### config.mk
export PLATFORM = sky130hd
export DESIGN_NAME = i2cvw_slave
export DESIGN_NICKNAME = d
export VERILOG_FILES = /design/src/rtl/i2cvw_pkg.sv /design/src/rtl/i2cvw_deglitch.sv /design/src/rtl/i2cvw_busev.sv /design/src/rtl/i2cvw_engine.sv /design/src/rtl/i2cvw_slave.sv
export SDC_FILE = /design/constraint.sdc
export NUM_CORES = 1
export LEC_CHECK = 0
export BUFFER_PORTS_ARGS = -buffer_cell sky130_fd_sc_hd__buf_4
export CORE_MARGIN = 3
export CORE_UTILIZATION = 61
export DETAILED_ROUTE_END_ITERATION = 10
export PLACE_DENSITY = 0.91
export SYNTH_ARGS = -nofsm -noshare
export SYNTH_HDL_FRONTEND = slang
export SYNTH_SLANG_ARGS = --single-unit
### constraint.sdc
create_clock -name clk -period 6.6 [get_ports clk]
set_input_delay 0.66 -clock clk [delete_from_list [all_inputs] [get_ports clk]]
set_output_delay 0.66 -clock clk [all_outputs]
set_load 0.03 [all_outputs]
### src/rtl/i2cvw_pkg.sv
`timescale 1ns/1ps
package i2cvw_pkg;

   typedef enum logic [3:0] {
      ST_IDLE,
      ST_DEV,
      ST_DEV_ACK,
      ST_SUB,
      ST_SUB_ACK,
      ST_WR,
      ST_WR_ACK,
      ST_RD,
      ST_RD_ACK,
      ST_RD_LOAD,
      ST_SKIP
   } i2cvw_state_t;

   // subaddress lies inside the implemented map
   function automatic logic reg_defined(input logic [7:0] a, input int unsigned nregs);
      return ({24'd0, a} < nregs);
   endfunction

   // index of the last byte of a subaddress (width minus one)
   function automatic logic [1:0] reg_last(input logic [7:0] a, input int unsigned nregs);
      return reg_defined(a, nregs) ? a[1:0] : 2'd0;
   endfunction

endpackage

### src/rtl/i2cvw_deglitch.sv
`timescale 1ns/1ps
module i2cvw_deglitch #(
   parameter int unsigned SYNC_STAGES = 2,
   parameter int unsigned FILT_LEN    = 3
) (
   input  logic clk,
   input  logic rst_n,
   input  logic din,
   output logic dout
);
   logic [SYNC_STAGES-1:0] sync_q;

   always_ff @(posedge clk or negedge rst_n) begin
      if (!rst_n) sync_q <= '1;
      else        sync_q <= {sync_q[SYNC_STAGES-2:0], din};
   end

   generate
      if (FILT_LEN == 1) begin : g_bypass
         assign dout = sync_q[SYNC_STAGES-1];
      end else begin : g_window
         logic [FILT_LEN-1:0] win_q;
         logic                out_q;
         always_ff @(posedge clk or negedge rst_n) begin
            if (!rst_n) begin
               win_q <= '1;
               out_q <= 1'b1;
            end else begin
               win_q <= {win_q[FILT_LEN-2:0], sync_q[SYNC_STAGES-1]};
               if (&win_q)       out_q <= 1'b1;
               else if (~|win_q) out_q <= 1'b0;
            end
         end
         assign dout = out_q;
      end
   endgenerate
endmodule

### src/rtl/i2cvw_busev.sv
`timescale 1ns/1ps
module i2cvw_busev (
   input  logic clk,
   input  logic rst_n,
   input  logic scl_f,
   input  logic sda_f,
   output logic ev_start,
   output logic ev_stop,
   output logic ev_rise,
   output logic ev_fall
);
   logic scl_q, sda_q;

   always_ff @(posedge clk or negedge rst_n) begin
      if (!rst_n) begin
         scl_q <= 1'b1;
         sda_q <= 1'b1;
      end else begin
         scl_q <= scl_f;
         sda_q <= sda_f;
      end
   end

   assign ev_start = scl_f & scl_q &  sda_q & ~sda_f;
   assign ev_stop  = scl_f & scl_q & ~sda_q &  sda_f;
   assign ev_rise  = scl_f & ~scl_q;
   assign ev_fall  = ~scl_f & scl_q;
endmodule

### src/rtl/i2cvw_engine.sv
`timescale 1ns/1ps
module i2cvw_engine
   import i2cvw_pkg::*;
#(
   parameter logic [6:0]  DEV_ADDR = 7'h2A,
   parameter int unsigned NUM_REGS = 16
) (
   input  logic        clk,
   input  logic        rst_n,
   input  logic        ev_start,
   input  logic        ev_stop,
   input  logic        ev_rise,
   input  logic        ev_fall,
   input  logic        sda_f,
   output logic        sda_oe,
   output logic [7:0]  rd_addr,
   input  logic [31:0] rd_data,
   output logic        wr_en,
   output logic [7:0]  wr_addr,
   output logic [31:0] wr_data
);
   i2cvw_state_t st_q;
   logic [3:0]   bit_q;
   logic [7:0]   shf_q, ptr_q, tx_q, waddr_q;
   logic [1:0]   idx_q;
   logic [23:0]  acc_q;
   logic [31:0]  wdata_q;
   logic         rw_q, oe_q, wen_q;

   logic         cur_def, last_byte;
   logic [1:0]   cur_last, sh;
   logic [7:0]   rd_byte;

   always_comb begin
      cur_def   = reg_defined(ptr_q, NUM_REGS);
      cur_last  = reg_last(ptr_q, NUM_REGS);
      last_byte = (idx_q == cur_last);
      sh        = cur_last - idx_q;
      case (sh)
         2'd0:    rd_byte = rd_data[7:0];
         2'd1:    rd_byte = rd_data[15:8];
         2'd2:    rd_byte = rd_data[23:16];
         default: rd_byte = rd_data[31:24];
      endcase
      if (!cur_def) rd_byte = 8'h00;
   end

   always_ff @(posedge clk or negedge rst_n) begin
      if (!rst_n) begin
         st_q    <= ST_IDLE;
         bit_q   <= '0;
         shf_q   <= '0;
         ptr_q   <= '0;
         tx_q    <= '0;
         idx_q   <= '0;
         acc_q   <= '0;
         rw_q    <= 1'b0;
         oe_q    <= 1'b0;
         wen_q   <= 1'b0;
         waddr_q <= '0;
         wdata_q <= '0;
      end else begin
         wen_q <= 1'b0;
         if (ev_start) begin
            st_q  <= ST_DEV;
            bit_q <= '0;
            oe_q  <= 1'b0;
            idx_q <= '0;
            acc_q <= '0;
         end else if (ev_stop) begin
            st_q  <= ST_IDLE;
            oe_q  <= 1'b0;
            idx_q <= '0;
            acc_q <= '0;
         end else begin
            case (st_q)
               ST_DEV, ST_SUB, ST_WR: begin
                  if (ev_rise) begin
                     shf_q <= {shf_q[6:0], sda_f};
                     bit_q <= bit_q + 4'd1;
                  end else if (ev_fall && bit_q == 4'd8) begin
                     bit_q <= '0;
                     if (st_q == ST_DEV) begin
                        if (shf_q[7:1] == DEV_ADDR) begin
                           oe_q <= 1'b1;
                           rw_q <= shf_q[0];
                           st_q <= ST_DEV_ACK;
                        end else begin
                           st_q <= ST_SKIP;
                        end
                     end else if (st_q == ST_SUB) begin
                        oe_q  <= 1'b1;
                        ptr_q <= shf_q;
                        idx_q <= '0;
                        acc_q <= '0;
                        st_q  <= ST_SUB_ACK;
                     end else begin
                        oe_q <= 1'b1;
                        st_q <= ST_WR_ACK;
                        if (last_byte) begin
                           wen_q   <= cur_def;
                           waddr_q <= ptr_q;
                           wdata_q <= {acc_q, shf_q};
                           ptr_q   <= ptr_q + 8'd1;
                           idx_q   <= '0;
                           acc_q   <= '0;
                        end else begin
                           acc_q <= {acc_q[15:0], shf_q};
                           idx_q <= idx_q + 2'd1;
                        end
                     end
                  end
               end
               ST_DEV_ACK: begin
                  if (ev_fall) begin
                     bit_q <= '0;
                     if (rw_q) begin
                        oe_q <= ~rd_byte[7];
                        tx_q <= {rd_byte[6:0], 1'b0};
                        st_q <= ST_RD;
                     end else begin
                        oe_q <= 1'b0;
                        st_q <= ST_SUB;
                     end
                  end
               end
               ST_SUB_ACK, ST_WR_ACK: begin
                  if (ev_fall) begin
                     oe_q <= 1'b0;
                     st_q <= ST_WR;
                  end
               end
               ST_RD: begin
                  if (ev_rise) begin
                     bit_q <= bit_q + 4'd1;
                  end else if (ev_fall) begin
                     if (bit_q == 4'd8) begin
                        oe_q  <= 1'b0;
                        bit_q <= '0;
                        st_q  <= ST_RD_ACK;
                     end else begin
                        oe_q <= ~tx_q[7];
                        tx_q <= {tx_q[6:0], 1'b0};
                     end
                  end
               end
               ST_RD_ACK: begin
                  if (ev_rise) begin
                     if (sda_f) begin
                        st_q <= ST_SKIP;
                     end else begin
                        st_q <= ST_RD_LOAD;
                        if (last_byte) begin
                           ptr_q <= ptr_q + 8'd1;
                           idx_q <= '0;
                        end else begin
                           idx_q <= idx_q + 2'd1;
                        end
                     end
                  end
               end
               ST_RD_LOAD: begin
                  if (ev_fall) begin
                     oe_q  <= ~rd_byte[7];
                     tx_q  <= {rd_byte[6:0], 1'b0};
                     bit_q <= '0;
                     st_q  <= ST_RD;
                  end
               end
               default: ;
            endcase
         end
      end
   end

   assign sda_oe  = oe_q;
   assign rd_addr = ptr_q;
   assign wr_en   = wen_q;
   assign wr_addr = waddr_q;
   assign wr_data = wdata_q;
endmodule

### src/rtl/i2cvw_slave.sv
`timescale 1ns/1ps
module i2cvw_slave #(
   parameter logic [6:0]  DEV_ADDR    = 7'h2A,
   parameter int unsigned NUM_REGS    = 16,
   parameter int unsigned SYNC_STAGES = 2,
   parameter int unsigned FILT_LEN    = 3
) (
   input  logic        clk,
   input  logic        rst_n,
   input  logic        scl_i,
   input  logic        sda_i,
   output logic        sda_oe,
   output logic [7:0]  reg_rd_addr,
   input  logic [31:0] reg_rd_data,
   output logic        reg_wr_en,
   output logic [7:0]  reg_wr_addr,
   output logic [31:0] reg_wr_data
);
   localparam int unsigned NUM_LINES = 2;

   generate
      if (NUM_REGS < 1 || NUM_REGS > 256) begin : g_bad_regs
         initial $fatal(1, "NUM_REGS must lie in 1..256");
      end
      if (SYNC_STAGES < 2) begin : g_bad_sync
         initial $fatal(1, "SYNC_STAGES must be at least 2");
      end
      if (FILT_LEN < 1 || FILT_LEN > 16) begin : g_bad_filt
         initial $fatal(1, "FILT_LEN must lie in 1..16");
      end
   endgenerate

   logic [NUM_LINES-1:0] line_raw, line_flt;
   assign line_raw = {sda_i, scl_i};

   genvar gi;
   generate
      for (gi = 0; gi < NUM_LINES; gi++) begin : g_line
         i2cvw_deglitch #(
            .SYNC_STAGES (SYNC_STAGES),
            .FILT_LEN    (FILT_LEN)
         ) u_flt (
            .clk   (clk),
            .rst_n (rst_n),
            .din   (line_raw[gi]),
            .dout  (line_flt[gi])
         );
      end
   endgenerate

   logic ev_start, ev_stop, ev_rise, ev_fall;

   i2cvw_busev u_ev (
      .clk      (clk),
      .rst_n    (rst_n),
      .scl_f    (line_flt[0]),
      .sda_f    (line_flt[1]),
      .ev_start (ev_start),
      .ev_stop  (ev_stop),
      .ev_rise  (ev_rise),
      .ev_fall  (ev_fall)
   );

   i2cvw_engine #(
      .DEV_ADDR (DEV_ADDR),
      .NUM_REGS (NUM_REGS)
   ) u_eng (
      .clk      (clk),
      .rst_n    (rst_n),
      .ev_start (ev_start),
      .ev_stop  (ev_stop),
      .ev_rise  (ev_rise),
      .ev_fall  (ev_fall),
      .sda_f    (line_flt[1]),
      .sda_oe   (sda_oe),
      .rd_addr  (reg_rd_addr),
      .rd_data  (reg_rd_data),
      .wr_en    (reg_wr_en),
      .wr_addr  (reg_wr_addr),
      .wr_data  (reg_wr_data)
   );
endmodule

== Word level (Yosys, flattened, before mapping) ==
Index checks and enable logic that the tools add are counted.

* Register bits: 115
* Input bits: 36
* Output and inout port bits: 50
* Logic and storage cells: 204

* Add/subtract/negate cells: 4
* Magnitude comparators: 1
* Eq/ne operators: 46
* Mux-type cells: 88
* Bitwise operators: 18
* Reduce and logical (&&, ||, !) cells: 27

{| class="wikitable"
|+ Operator list
! operator !! number
|-
| 24-bit 2-to-1 mux || 8
|-
| 8-bit 2-to-1 mux || 14
|-
| 4-bit 2-to-1 mux || 21
|-
| 8-bit one-hot mux with 3 select lines || 2
|-
| 4-bit by 3-bit inequality test with 1-bit output (second input constant) || 9
|-
| 1-bit 2-to-1 mux || 25
|-
| 2-bit 2-to-1 mux || 12
|-
| 4-bit one-hot mux with 6 select lines || 1
|-
| 4-bit inequality test (second input constant) || 5
|-
| 9-bit AND reduction || 2
|-
| 4-bit by 3-bit == test with 1-bit output (second input constant) || 4
|-
| 8-bit one-hot mux with 2 select lines || 1
|-
| 8-bit AND reduction || 2
|-
| 2-bit by 1-bit inequality test with 1-bit output (second input constant) || 7
|-
| 2-bit inequality test (second input constant) || 7
|-
| 4-bit == test (second input constant) || 3
|-
| 4-bit one-hot mux with 3 select lines || 1
|-
| 6-bit AND reduction || 2
|-
| 1-bit inverter || 11
|-
| 10-bit AND reduction || 1
|-
| 3-bit nonzero test || 3
|-
| 3-bit OR reduction || 3
|-
| 8-bit by 1-bit adder with 8-bit output (second input constant) || 1
|-
| 4-bit by 2-bit == test with 1-bit output (second input constant) || 2
|-
| 26 further kinds || 37
|}

== Longest topological paths before layout ==
Gate-level depths: netlist of run 1.

* Word-level depth: 12
* Gate-level depth with buffers: 10
* Depth with buffers taken out: 8

== Modules after synthesis ==
From an unflattened synthesis of run 1, not the netlist that was laid out.

* Cells, all modules: 491
* Area total of the unflattened synthesis: 5,647.9 sq um

{| class="wikitable"
|+ By module, submodules not included
! module !! instances !! cells an instance !! area each (sq um) !! sequential area each (sq um)
|-
| i2cvw_engine || 1 || 465 || 5,207.5 || 2,502.4
|-
| i2cvw_deglitch || 2 || 10 || 176.4 || 157.7
|-
| i2cvw_busev || 1 || 6 || 87.6 || 52.6
|}

== Worst setup path before layout of run 1 ==
No wires, ideal clock.

* Path type: register to register
* Start point: register u_eng.ptr_q[4], in the netlist u_eng.rd_addr[4]
* End point: register u_eng.wdata_q[27], in the netlist u_eng.wr_data[27]
* Library setup time: 128 ps
* Arrival: 2,957 ps
* Required time: 6,472 ps
* Path slack: 3,516 ps
* Stages on the path, launching flop included: 10
* Buffers on the path: 1
* Period minus slack after synthesis: 3,084 ps
* Cells stage by stage: dfrtp_1 nor4_4 nand2_1 ha_1 clkinv_1 a211oi_1 or2_2 nand4_2 buf_2 mux2_1

* Longest elaborated chain between the ends: 4

{| class="wikitable"
|+ Ends and longest elaborated chain
! element !! line !! text
|-
| from (decl) || i2cvw_engine.sv:24 || <nowiki>logic [7:0] shf_q, ptr_q, tx_q, waddr_q;</nowiki>
|-
| from (signal assigned) || i2cvw_engine.sv:93 || <nowiki>ptr_q <= shf_q;</nowiki>
|-
| from (signal assigned) || i2cvw_engine.sv:104 || <nowiki>ptr_q <= ptr_q + 8'd1;</nowiki>
|-
| from (signal assigned) || i2cvw_engine.sv:154 || <nowiki>ptr_q <= ptr_q + 8'd1;</nowiki>
|-
| 8-bit by 5-bit less-than comparator with 1-bit output || i2cvw_pkg.sv:20 || <nowiki>return ({24'd0, a} < nregs);</nowiki>
|-
| 2-bit 2-to-1 mux || i2cvw_pkg.sv:25 || <nowiki>return reg_defined(a, nregs) ? a[1:0] : 2'd0;</nowiki>
|-
| 2-bit == test || i2cvw_engine.sv:37 || <nowiki>last_byte = (idx_q == cur_last);</nowiki>
|-
| 8-bit AND reduction (no source line) || n/a ||
|-
| to (signal assigned) || i2cvw_engine.sv:103 || <nowiki>wdata_q <= {acc_q, shf_q};</nowiki>
|-
| to (decl) || i2cvw_engine.sv:27 || <nowiki>logic [31:0] wdata_q;</nowiki>
|}

Every way passes these cells.
A chain may end at the register's enable or synchronous reset.

== Final worst setup path of run 1 ==
* Start point: register u_eng.ptr_q[4], in the netlist u_eng.rd_addr[4]
* End point: register u_eng.acc_q[3]

* Longest elaborated chain between the ends: 11

{| class="wikitable"
|+ Ends and longest elaborated chain
! element !! line !! text
|-
| 8-bit by 5-bit less-than comparator with 1-bit output || i2cvw_pkg.sv:20 ||
|-
| 2-bit 2-to-1 mux || i2cvw_pkg.sv:25 ||
|-
| 2-bit == test || i2cvw_engine.sv:37 ||
|-
| 24-bit 2-to-1 mux || i2cvw_engine.sv:100 || <nowiki>if (last_byte) begin</nowiki>
|-
| 24-bit 2-to-1 mux || i2cvw_engine.sv:91 || <nowiki>end else if (st_q == ST_SUB) begin</nowiki>
|-
| 24-bit 2-to-1 mux || i2cvw_engine.sv:83 || <nowiki>if (st_q == ST_DEV) begin</nowiki>
|-
| 24-bit 2-to-1 mux || i2cvw_engine.sv:81 || <nowiki>end else if (ev_fall && bit_q == 4'd8) begin</nowiki>
|-
| 24-bit 2-to-1 mux || i2cvw_engine.sv:78 || <nowiki>if (ev_rise) begin</nowiki>
|-
| 24-bit 2-to-1 mux || i2cvw_engine.sv:76 || <nowiki>case (st_q)</nowiki>
|-
| 24-bit 2-to-1 mux || i2cvw_engine.sv:70 || <nowiki>end else if (ev_stop) begin</nowiki>
|-
| 24-bit 2-to-1 mux || i2cvw_engine.sv:64 || <nowiki>if (ev_start) begin</nowiki>
|-
| to (signal assigned) || i2cvw_engine.sv:108 || <nowiki>acc_q <= {acc_q[15:0], shf_q};</nowiki>
|-
| to (decl) || i2cvw_engine.sv:26 || <nowiki>logic [23:0] acc_q;</nowiki>
|}

Every way passes these cells. The select of a mux whose other input is x is not followed.

==> flow_summary.html, run 1 <==
<table>
<tr><th>Metric</th><th>Value</th></tr>
<tr><th colspan="2">STA</th></tr>
<tr><td>Max transition margin</td><td>0.3644</td></tr>
<tr><td>Tightest Pin Transition</td><td>0.9510 ns</td></tr>
<tr><td>Max-slew violation count</td><td>0</td></tr>
<tr><td>Sum Neg Setup Slack</td><td>0 ns</td></tr>
<tr><td>Number of hold violations in the final report</td><td>0</td></tr>
<tr><td>Worst Setup Slack, final</td><td>2.922 ns</td></tr>
<tr><td>Final-report setup violation count</td><td>0</td></tr>
<tr><td>FMAX</td><td>0.2719 GHz</td></tr>
<tr><td>RSZ-0062 raised after global routing</td><td>false</td></tr>
<tr><td>Minimum clock period after layout</td><td>3.678 ns</td></tr>
<tr><td>Clock Skews</td><td>0.008273 ns</td></tr>
<tr><td>Portion of the clock cycle consumed by the worst path in the final layout</td><td>0.5573</td></tr>
<tr><th colspan="2">Final layout</th></tr>
<tr><td>Number of antenna cells inserted</td><td>0</td></tr>
<tr><td>Non-filler instance count after layout</td><td>625</td></tr>
<tr><td>Area growth, synth to finish</td><td>26.06%</td></tr>
<tr><td>Multi-input gate area in the final layout</td><td>2235 sq um</td></tr>
<tr><td>Share of final-layout standard cells stronger than drive strength 1</td><td>0.3962</td></tr>
<tr><td>Layout Nets</td><td>547</td></tr>
<tr><td>Fill cell total of the finished layout</td><td>452</td></tr>
<tr><td>Area occupied by registers</td><td>2870 sq um</td></tr>
<tr><td>Fin util</td><td>0.7965</td></tr>
<tr><th colspan="2">Yosys</th></tr>
<tr><td>Biggest area contributors in the synthesized netlist</td><td>dfrtp_1 (48%), mux2_2 (11%), dfstp_2 (7.0%)</td></tr>
<tr><td>Most area-hungry cell type in the Yosys netlist</td><td>dfrtp_1</td></tr>
<tr><td>Post-synthesis async set-or-reset flop share</td><td>1.000</td></tr>
<tr><td>Distinct cell type count after synthesis</td><td>66</td></tr>
<tr><td>Count of flip-flops with a built-in enable after synthesis</td><td>0</td></tr>
<tr><td>#FFs+latches synth</td><td>114</td></tr>
<tr><td>Synth Area per Inst</td><td>12.37 sq um</td></tr>
<tr><td>Count of yosys warnings during synthesis</td><td>0</td></tr>
<tr><td>Yosys top cell area share</td><td>0.4772</td></tr>
<tr><td>Sequential share of the synthesized area</td><td>0.5474</td></tr>
<tr><td>Top_reg_cell synth</td><td>dfrtp_1</td></tr>
<tr><td>Number of cells produced by synthesis</td><td>424</td></tr>
<tr><td>Syn nets</td><td>464</td></tr>
<tr><td>Post-Synthesis Cell Area</td><td>5244 sq um</td></tr>
<tr><th colspan="2">Min path</th></tr>
<tr><td>Worst hold path type</td><td>in2async</td></tr>
<tr><th colspan="2">Clock network</th></tr>
<tr><td>Count of hold buffers inserted by post-cts repair</td><td>0</td></tr>
<tr><td>Post-cts resize count</td><td>0</td></tr>
<tr><td>Post-CTS Repair Setup Buffers</td><td>0</td></tr>
<tr><td>CTS H-Tree Depth</td><td>4</td></tr>
<tr><td>Clock-pin slew reported for the worst setup and hold paths after clock tree synthesis</td><td>0.06 ns</td></tr>
<tr><td>Num CTS Buffers</td><td>17</td></tr>
<tr><td>Count of clock tree sinks</td><td>114</td></tr>
<tr><td>Clock root buffer master</td><td>clkbuf_8</td></tr>
<tr><td>Maximum number of buffers from clock root to sink</td><td>2</td></tr>
<tr><td>Clock tree from TritonCTS</td><td>yes</td></tr>
<tr><td>Clock Latency Late Sink</td><td>0.52 ns</td></tr>
<tr><th colspan="2">Run</th></tr>
<tr><td>Total of max-cap violations</td><td>0</td></tr>
<tr><th colspan="2">Route</th></tr>
<tr><td>Drt initial violations</td><td>529</td></tr>
<tr><td>Drt wl/cell</td><td>20.10 um</td></tr>
<tr><td>Pre-Repair DR Iteration Count</td><td>8</td></tr>
<tr><td>Post-detailed-route via-to-cell ratio</td><td>6.506</td></tr>
<tr><td>Routed via count</td><td>4066</td></tr>
<tr><td>Total detailed-routing wirelength</td><td>12.56 mm</td></tr>
<tr><td>Residual antenna-violating net count after detailed routing</td><td>0</td></tr>
<tr><td>Drt drc</td><td>0</td></tr>
<tr><th colspan="2">Pwr</th></tr>
<tr><td>Power density normalized to cell area</td><td>360.6 nW/um^2</td></tr>
<tr><td>VDD IR-drop max</td><td>0.0002096 V</td></tr>
<tr><td>Total power draw</td><td>2.383 mW</td></tr>
<tr><td>Static leakage</td><td>3.180 nW</td></tr>
<tr><th colspan="2">Critical path</th></tr>
<tr><td>Setup slack of the worst register-to-register path</td><td>2.92 ns</td></tr>
<tr><td>Worst setup path class</td><td>reg2reg</td></tr>
<tr><td>Required time at the endpoint of the critical path</td><td>6.99 ns</td></tr>
<tr><td>Critical path arrival</td><td>4.07 ns</td></tr>
<tr><td>Critical path launch point type</td><td>flip-flop</td></tr>
<tr><td>Critical path endpoint category</td><td>flip-flop</td></tr>
<tr><td>Worst-path maximum fanout</td><td>24</td></tr>
<tr><td>Endpoint of the worst-slack reg-to-reg timing path</td><td>u_eng.acc_q[3]</td></tr>
<tr><td>Largest stage delay on the critical path</td><td>0.65 ns</td></tr>
<tr><td>Chain of cells forming the critical path</td><td>nor4_4 &gt; nand2_1 &gt; ha_1 &gt; clkinv_1 &gt; a211oi_1 &gt; nor3_1 &gt; and2_1 &gt; a22o_1</td></tr>
<tr><td>Reg-to-reg startpoint</td><td>u_eng.rd_addr[4]</td></tr>
<tr><td>Worst-path cell with the longest stage delay</td><td>a211oi_1</td></tr>
<tr><td>Depth of the worst register-to-register path</td><td>8</td></tr>
<tr><th colspan="2">Placement</th></tr>
<tr><td>Detail Placement HPWL</td><td>7.735 mm</td></tr>
<tr><td>Cell count after placement</td><td>593</td></tr>
<tr><td>Worst setup timing slack at the placement stage</td><td>3.102 ns</td></tr>
<tr><td>Global placer's final weighted congestion</td><td>0.9054</td></tr>
<tr><td>Port buffer count</td><td>85</td></tr>
<tr><th colspan="2">Floorplanning</th></tr>
<tr><td>Die outline area</td><td>9745 sq um</td></tr>
<tr><td>Placeable core region</td><td>8299 sq um</td></tr>
<tr><td>Number of placement rows</td><td>33</td></tr>
<tr><td>Floorplan die height</td><td>98.72 um</td></tr>
<tr><td>Effective utilization at floorplan</td><td>0.6318</td></tr>
<tr><td>Die boundary width</td><td>98.72 um</td></tr>
<tr><td>Top Ports</td><td>86</td></tr>
<tr><th colspan="2">Global route</th></tr>
<tr><td>Global route overflow</td><td>0</td></tr>
<tr><td>Maximum number of pins on one net before global-route repair</td><td>78</td></tr>
<tr><td>Antenna violations before repair</td><td>0</td></tr>
<tr><td>First-pass GRT wire length</td><td>20.71 mm</td></tr>
<tr><td>Tot GR Track Use</td><td>0.2679</td></tr>
<tr><td>Vias in the first global route</td><td>4077</td></tr>
<tr><th colspan="2">Status</th></tr>
<tr><td>Outcome</td><td>completed</td></tr>
</table>
[report_power, final]
group	switching (mW)	total [mW]	internal, mW
Sequential	0.115	0.874	0.759
Combinational	0.258	0.471	0.213
Clock	0.327	1.04	0.712
Total	0.701	2.38	1.68
[state kept, by name (all words and copies together), names as in the netlist]
signal                       count
g_line.u_flt.dout                2
u_eng.st_q                       4
u_eng.rd_addr                    8
u_eng.wr_data                   32
u_eng.idx_q                      2
g_line.u_flt.sync_q              4
u_eng.sda_oe                     1
u_eng.shf_q                      8
u_ev.scl_q                       1
u_ev.sda_q                       1
g_line.u_flt.g_window.win_q      6
u_eng.wr_en                      1
u_eng.rw_q                       1
u_eng.tx_q                       7
u_eng.acc_q                     24
u_eng.bit_q                      4
u_eng.wr_addr                    8
[through the flow]
stage | cell area [sq um] | hold WS [ns]
finish | 6610 | 0.1046
global route | 6610 | 0.1368
CTS | 6610 | 0.1060
detailed placement | 5938 | 0.3478
global placement | 5938 | 0.3466
floorplan | 5244 | 0.3452
[per-layer routing]
metal  vias to the layer above  GRT usage  part of all wire
li1                       1779          -                 -
met1                      2017     0.3333              0.40
met2                       232     0.4623              0.51
met3                        38    0.05662             0.073
met4                         0     0.1008             0.026
met5                         -          0                 0
[cells by family after synthesis]
kind of cell	share of synthesized area
adders and majority gates	0.009545
AOI/OAI and AO/OA	0.1456
xor gates and xnor gates	0.01265
muxes	0.1441
buffers and inverters	0.02648
and+or+nand+nor	0.1143
DFF	0.5474
[worst max path at each step]
stage,startpoint,depth (start not counted),end,slack [ns]
2_1_floorplan,u_eng.rd_addr[4],9,u_eng.wr_data[27],3.52
6_report,u_eng.rd_addr[4],8,u_eng.acc_q[3],2.92
5_1_grt,u_eng.rd_addr[4],8,u_eng.acc_q[3],2.65
4_1_cts,u_eng.rd_addr[4],8,u_eng.acc_q[3],2.95
3_5_place_dp,u_eng.rd_addr[4],9,u_eng.wr_data[28],3.10
3_3_place_gp,u_eng.rd_addr[4],9,u_eng.wr_data[28],3.31
[Yosys cell counts (all sizes together) (8+ instances only)]
| cell type | instances |
|---|---|
| dfrtp | 100 |
| mux2 | 53 |
| nor3 | 11 |
| inv | 10 |
| clkbuf | 18 |
| a22o | 26 |
| nand2 | 24 |
| dfstp | 14 |
| and3 | 8 |
| nor2 | 20 |
| o21ai | 16 |
| a21oi | 13 |
[placed cells by master, fill, tap and decap left out, types with 5 or more instances in the layout]
| cell | Yosys | final |
|---|---|---|
| o21ai_0 | 15 | 15 |
| dfrtp_1 | 100 | 100 |
| a211oi_1 | 5 | 5 |
| nand2_1 | 23 | 23 |
| buf_4 | 0 | 88 |
| nor3_1 | 10 | 10 |
| mux2_2 | 51 | 51 |
| o22ai_1 | 7 | 7 |
| and3_1 | 6 | 6 |
| a2bb2oi_1 | 6 | 6 |
| nor2_1 | 20 | 20 |
| clkbuf_16 | 0 | 16 |
| dfstp_2 | 14 | 14 |
| inv_1 | 10 | 10 |
| bufinv_16 | 0 | 6 |
| a221o_1 | 5 | 5 |
| nand3_1 | 5 | 5 |
| mux4_2 | 5 | 5 |
| a22o_1 | 26 | 26 |
| a21oi_1 | 13 | 13 |
[critical path: cells and delay by family, from the launching register on]
kind / cells / cell delay [ns]
AOI/OAI and AO/OA: 2 / 0.99
buffers and inverters: 1 / 0.31
adders and majority gates: 1 / 0.43
DFF: 1 / 0.48
and+or+nand+nor: 4 / 1.34
[cell type report]
class | count | area share
Clock buffer | 20 | 0.06739
Tap cell | 105 | 0.01988
Sequential cell | 114 | 0.4342
Timing Repair Buffer | 88 | 0.09994
Clock inverter | 12 | 0.03426
Multi-Input combinational cell | 275 | 0.3381
Inverter | 11 | 0.006246
Note: power is estimated with default switching activity, not from simulation.
==> run 2: changes to the inputs <==
Settings changed: CORE_UTILIZATION 61 to 56, PLACE_DENSITY 0.91 to 0.85.
Clock period 6.6 ns to 3.5 ns, I/O delays scaled along.
==> run 2 against run 1 <==
  * Utilization fell by 5.4 points
  * Largest power group unchanged
  * Via count fell by 2.5%
  * Clock power grew 63%
  * Cell area fell by 0.17%
  * Die area grew 8.4%
  * Sequential share of layout area grew 0.074 points
  * Critical endpoint is now u_eng.acc_q[11]
==> flow_summary.html, run 2 (synthesis results as in run 1) <==
<table>
<tr><th>Metric</th><th>Value</th></tr>
<tr><th colspan="2">Min path</th></tr>
<tr><td>Worst hold path type</td><td>in2reg</td></tr>
<tr><th colspan="2">Critical path</th></tr>
<tr><td>Worst-path maximum fanout</td><td>24</td></tr>
<tr><td>Worst setup path class</td><td>reg2reg</td></tr>
<tr><td>Critical path launch point type</td><td>flip-flop</td></tr>
<tr><td>Cell family with most CP delay</td><td>simple AND/OR/NAND/NOR gates</td></tr>
<tr><td>Critical path endpoint category</td><td>flip-flop</td></tr>
<tr><td>Worst-path cell with the longest stage delay</td><td>and2_1</td></tr>
<tr><td>Buffer and inverter count on the worst path</td><td>2</td></tr>
<tr><td>Required time at the endpoint of the critical path</td><td>3.94 ns</td></tr>
<tr><td>Critical path arrival</td><td>3.40 ns</td></tr>
<tr><td>Largest stage delay on the critical path</td><td>0.78 ns</td></tr>
<tr><td>Chain of cells forming the critical path</td><td>nor4_4 &gt; nand2_1 &gt; ha_1 &gt; clkinv_1 &gt; a211oi_1 &gt; buf_4 &gt; nor3_1 &gt; and2_1 &gt; a22o_1</td></tr>
<tr><th colspan="2">Run</th></tr>
<tr><td>Total of max-cap violations</td><td>0</td></tr>
<tr><th colspan="2">Clock network</th></tr>
<tr><td>Clock root buffer master</td><td>clkbuf_8</td></tr>
<tr><td>Clock-pin slew reported for the worst setup and hold paths after clock tree synthesis</td><td>0.06 ns</td></tr>
<tr><td>Count of clock tree sinks</td><td>114</td></tr>
<tr><td>Clock tree from TritonCTS</td><td>yes</td></tr>
<tr><td>Post-cts resize count</td><td>0</td></tr>
<tr><td>Clock Latency Late Sink</td><td>0.52 ns</td></tr>
<tr><td>Maximum number of buffers from clock root to sink</td><td>2</td></tr>
<tr><td>CTS H-Tree Depth</td><td>4</td></tr>
<tr><td>Num CTS Buffers</td><td>17</td></tr>
<tr><th colspan="2">Global route</th></tr>
<tr><td>Tot GR Track Use</td><td>0.2353</td></tr>
<tr><td>Vias in the first global route</td><td>3869</td></tr>
<tr><td>Antenna violations before repair</td><td>0</td></tr>
<tr><td>Maximum number of pins on one net before global-route repair</td><td>73</td></tr>
<tr><td>Global route overflow</td><td>0</td></tr>
<tr><td>First-pass GRT wire length</td><td>19.13 mm</td></tr>
<tr><th colspan="2">Route</th></tr>
<tr><td>Residual antenna-violating net count after detailed routing</td><td>0</td></tr>
<tr><td>Total detailed-routing wirelength</td><td>11.77 mm</td></tr>
<tr><td>Drt initial violations</td><td>186</td></tr>
<tr><td>Pre-Repair DR Iteration Count</td><td>5</td></tr>
<tr><td>Drt wl/cell</td><td>18.51 um</td></tr>
<tr><td>Drt drc</td><td>0</td></tr>
<tr><td>Post-detailed-route via-to-cell ratio</td><td>6.236</td></tr>
<tr><td>Routed via count</td><td>3966</td></tr>
<tr><th colspan="2">Floorplanning</th></tr>
<tr><td>Placeable core region</td><td>8891 sq um</td></tr>
<tr><td>Effective utilization at floorplan</td><td>0.5898</td></tr>
<tr><td>Die boundary width</td><td>102.8 um</td></tr>
<tr><td>Top Ports</td><td>86</td></tr>
<tr><td>Floorplan die height</td><td>102.8 um</td></tr>
<tr><td>Number of placement rows</td><td>34</td></tr>
<tr><td>Die outline area</td><td>10560 sq um</td></tr>
<tr><th colspan="2">Final layout</th></tr>
<tr><td>Fill cell total of the finished layout</td><td>567</td></tr>
<tr><td>Layout Nets</td><td>555</td></tr>
<tr><td>Flip-flop count of the largest register after layout</td><td>32</td></tr>
<tr><td>Area growth, synth to finish</td><td>25.84%</td></tr>
<tr><td>Fin util</td><td>0.7422</td></tr>
<tr><td>Share of final-layout standard cells stronger than drive strength 1</td><td>0.4034</td></tr>
<tr><td>Number of antenna cells inserted</td><td>0</td></tr>
<tr><td>Most used cells in the layout excluding fill and tap cells</td><td>dfrtp_1 (100), buf_4 (93), mux2_2 (51)</td></tr>
<tr><td>Most frequent standard cell in the layout excluding fill and tap cells</td><td>dfrtp_1</td></tr>
<tr><th colspan="2">Placement</th></tr>
<tr><td>Global placer's final weighted congestion</td><td>0.9303</td></tr>
<tr><td>Detail Placement HPWL</td><td>7.813 mm</td></tr>
<tr><td>Port buffer count</td><td>85</td></tr>
<tr><th colspan="2">STA</th></tr>
<tr><td>RSZ-0062 raised after global routing</td><td>false</td></tr>
<tr><td>Portion of the clock cycle consumed by the worst path in the final layout</td><td>0.8442</td></tr>
<tr><td>Max-slew violation count</td><td>0</td></tr>
<tr><td>Final-report setup violation count</td><td>0</td></tr>
<tr><td>FMAX</td><td>0.3385 GHz</td></tr>
<tr><td>Number of hold violations in the final report</td><td>0</td></tr>
<tr><td>Sum Neg Setup Slack</td><td>0 ns</td></tr>
<tr><td>Clock Skews</td><td>0.009184 ns</td></tr>
<tr><td>Minimum clock period after layout</td><td>2.955 ns</td></tr>
<tr><td>Max transition margin</td><td>0.3232</td></tr>
<tr><td>Tightest Pin Transition</td><td>1.013 ns</td></tr>
<tr><th colspan="2">Status</th></tr>
<tr><td>Outcome</td><td>completed</td></tr>
<tr><th colspan="2">Pwr</th></tr>
<tr><td>Static leakage</td><td>3.178 nW</td></tr>
<tr><td>Power density normalized to cell area</td><td>641.6 nW/um^2</td></tr>
<tr><td>VDD IR-drop max</td><td>0.0004123 V</td></tr>
</table>
[run 2: layout make-up]
class	count	area, sq um	share of cell area
well taps	108	135.1	0.02048
multi-input cells	275	2237	0.3390
clock buffers	17	414.1	0.06276
clock inverters	15	172.7	0.02617
inverters	11	41.29	0.006257
repair buffers	96	728.2	0.1104
flip-flops and latches	114	2870	0.4350
[run 2: final timing paths]
check	from	end	slack (ns)	cells past startpoint
worst max-delay path	u_eng.rd_addr[4]	u_eng.acc_q[11]	0.55	9
worst min-delay path	reg_rd_data[6]	u_eng.tx_q[7]	0.22	3
worst max register to register	u_eng.rd_addr[4]	u_eng.acc_q[11]	0.55	9
worst min register to register	g_line[1].u_flt.sync_q[1]	g_line[1].u_flt.g_window.win_q[0]	0.35	0
max in group asynchronous	rst_n	g_line[0].u_flt.g_window.win_q[1]	2.10	3
min in group asynchronous	rst_n	u_eng.wr_data[18]	0.49	2
[run 2: worst register-to-register path, stage by stage (launching register included)]
cell and delay [ns]:
dfrtp_1 0.48, nor4_4 0.32, nand2_1 0.08, ha_1 0.37, clkinv_1 0.10, a211oi_1 0.05
buf_4 0.17, nor3_1 0.25, and2_1 0.78, a22o_1 0.27
[run 2: where the power goes]
group,internal (mW),total (mW),switching (mW)
Combinational,0.433,0.899,0.466
Clock,1.03,1.70,0.663
Sequential,1.43,1.64,0.209
[run 2: per-layer routing]
metal / wire (um) / track usage / part of all wire / vias up
li1: - / - / - / 1803
met3: 663 / 0.05345 / 0.056 / 29
met1: 4871 / 0.2968 / 0.41 / 1986
met2: 6032 / 0.4047 / 0.51 / 148
met5: 0 / 0 / 0 / -
met4: 206 / 0.07570 / 0.017 / 0
[run 2: what timing repair did]
item                      CTS  global route
hold endpoints to repair   72             0
hold buffers                3             0
setup buffers               0             0
[run 2: per-stage QoR]
stage / hold slack [ns] / area (sq um) / cells / worst slack, ns / total power [mW]
after floorplan: 0.05441 / 5244 / 424 / 0.4158 / 2.263
after global placement: 0.3457 / 5982 / 601 / 0.6980 / 2.512
after detailed placement: 0.3472 / 5982 / 601 / 0.6117 / 2.545
after CTS: 0.1997 / 6599 / 636 / 0.5612 / 4.256
after global routing: 0.2415 / 6599 / 636 / 0.2821 / 4.454
final: 0.2177 / 6599 / 636 / 0.5454 / 4.234
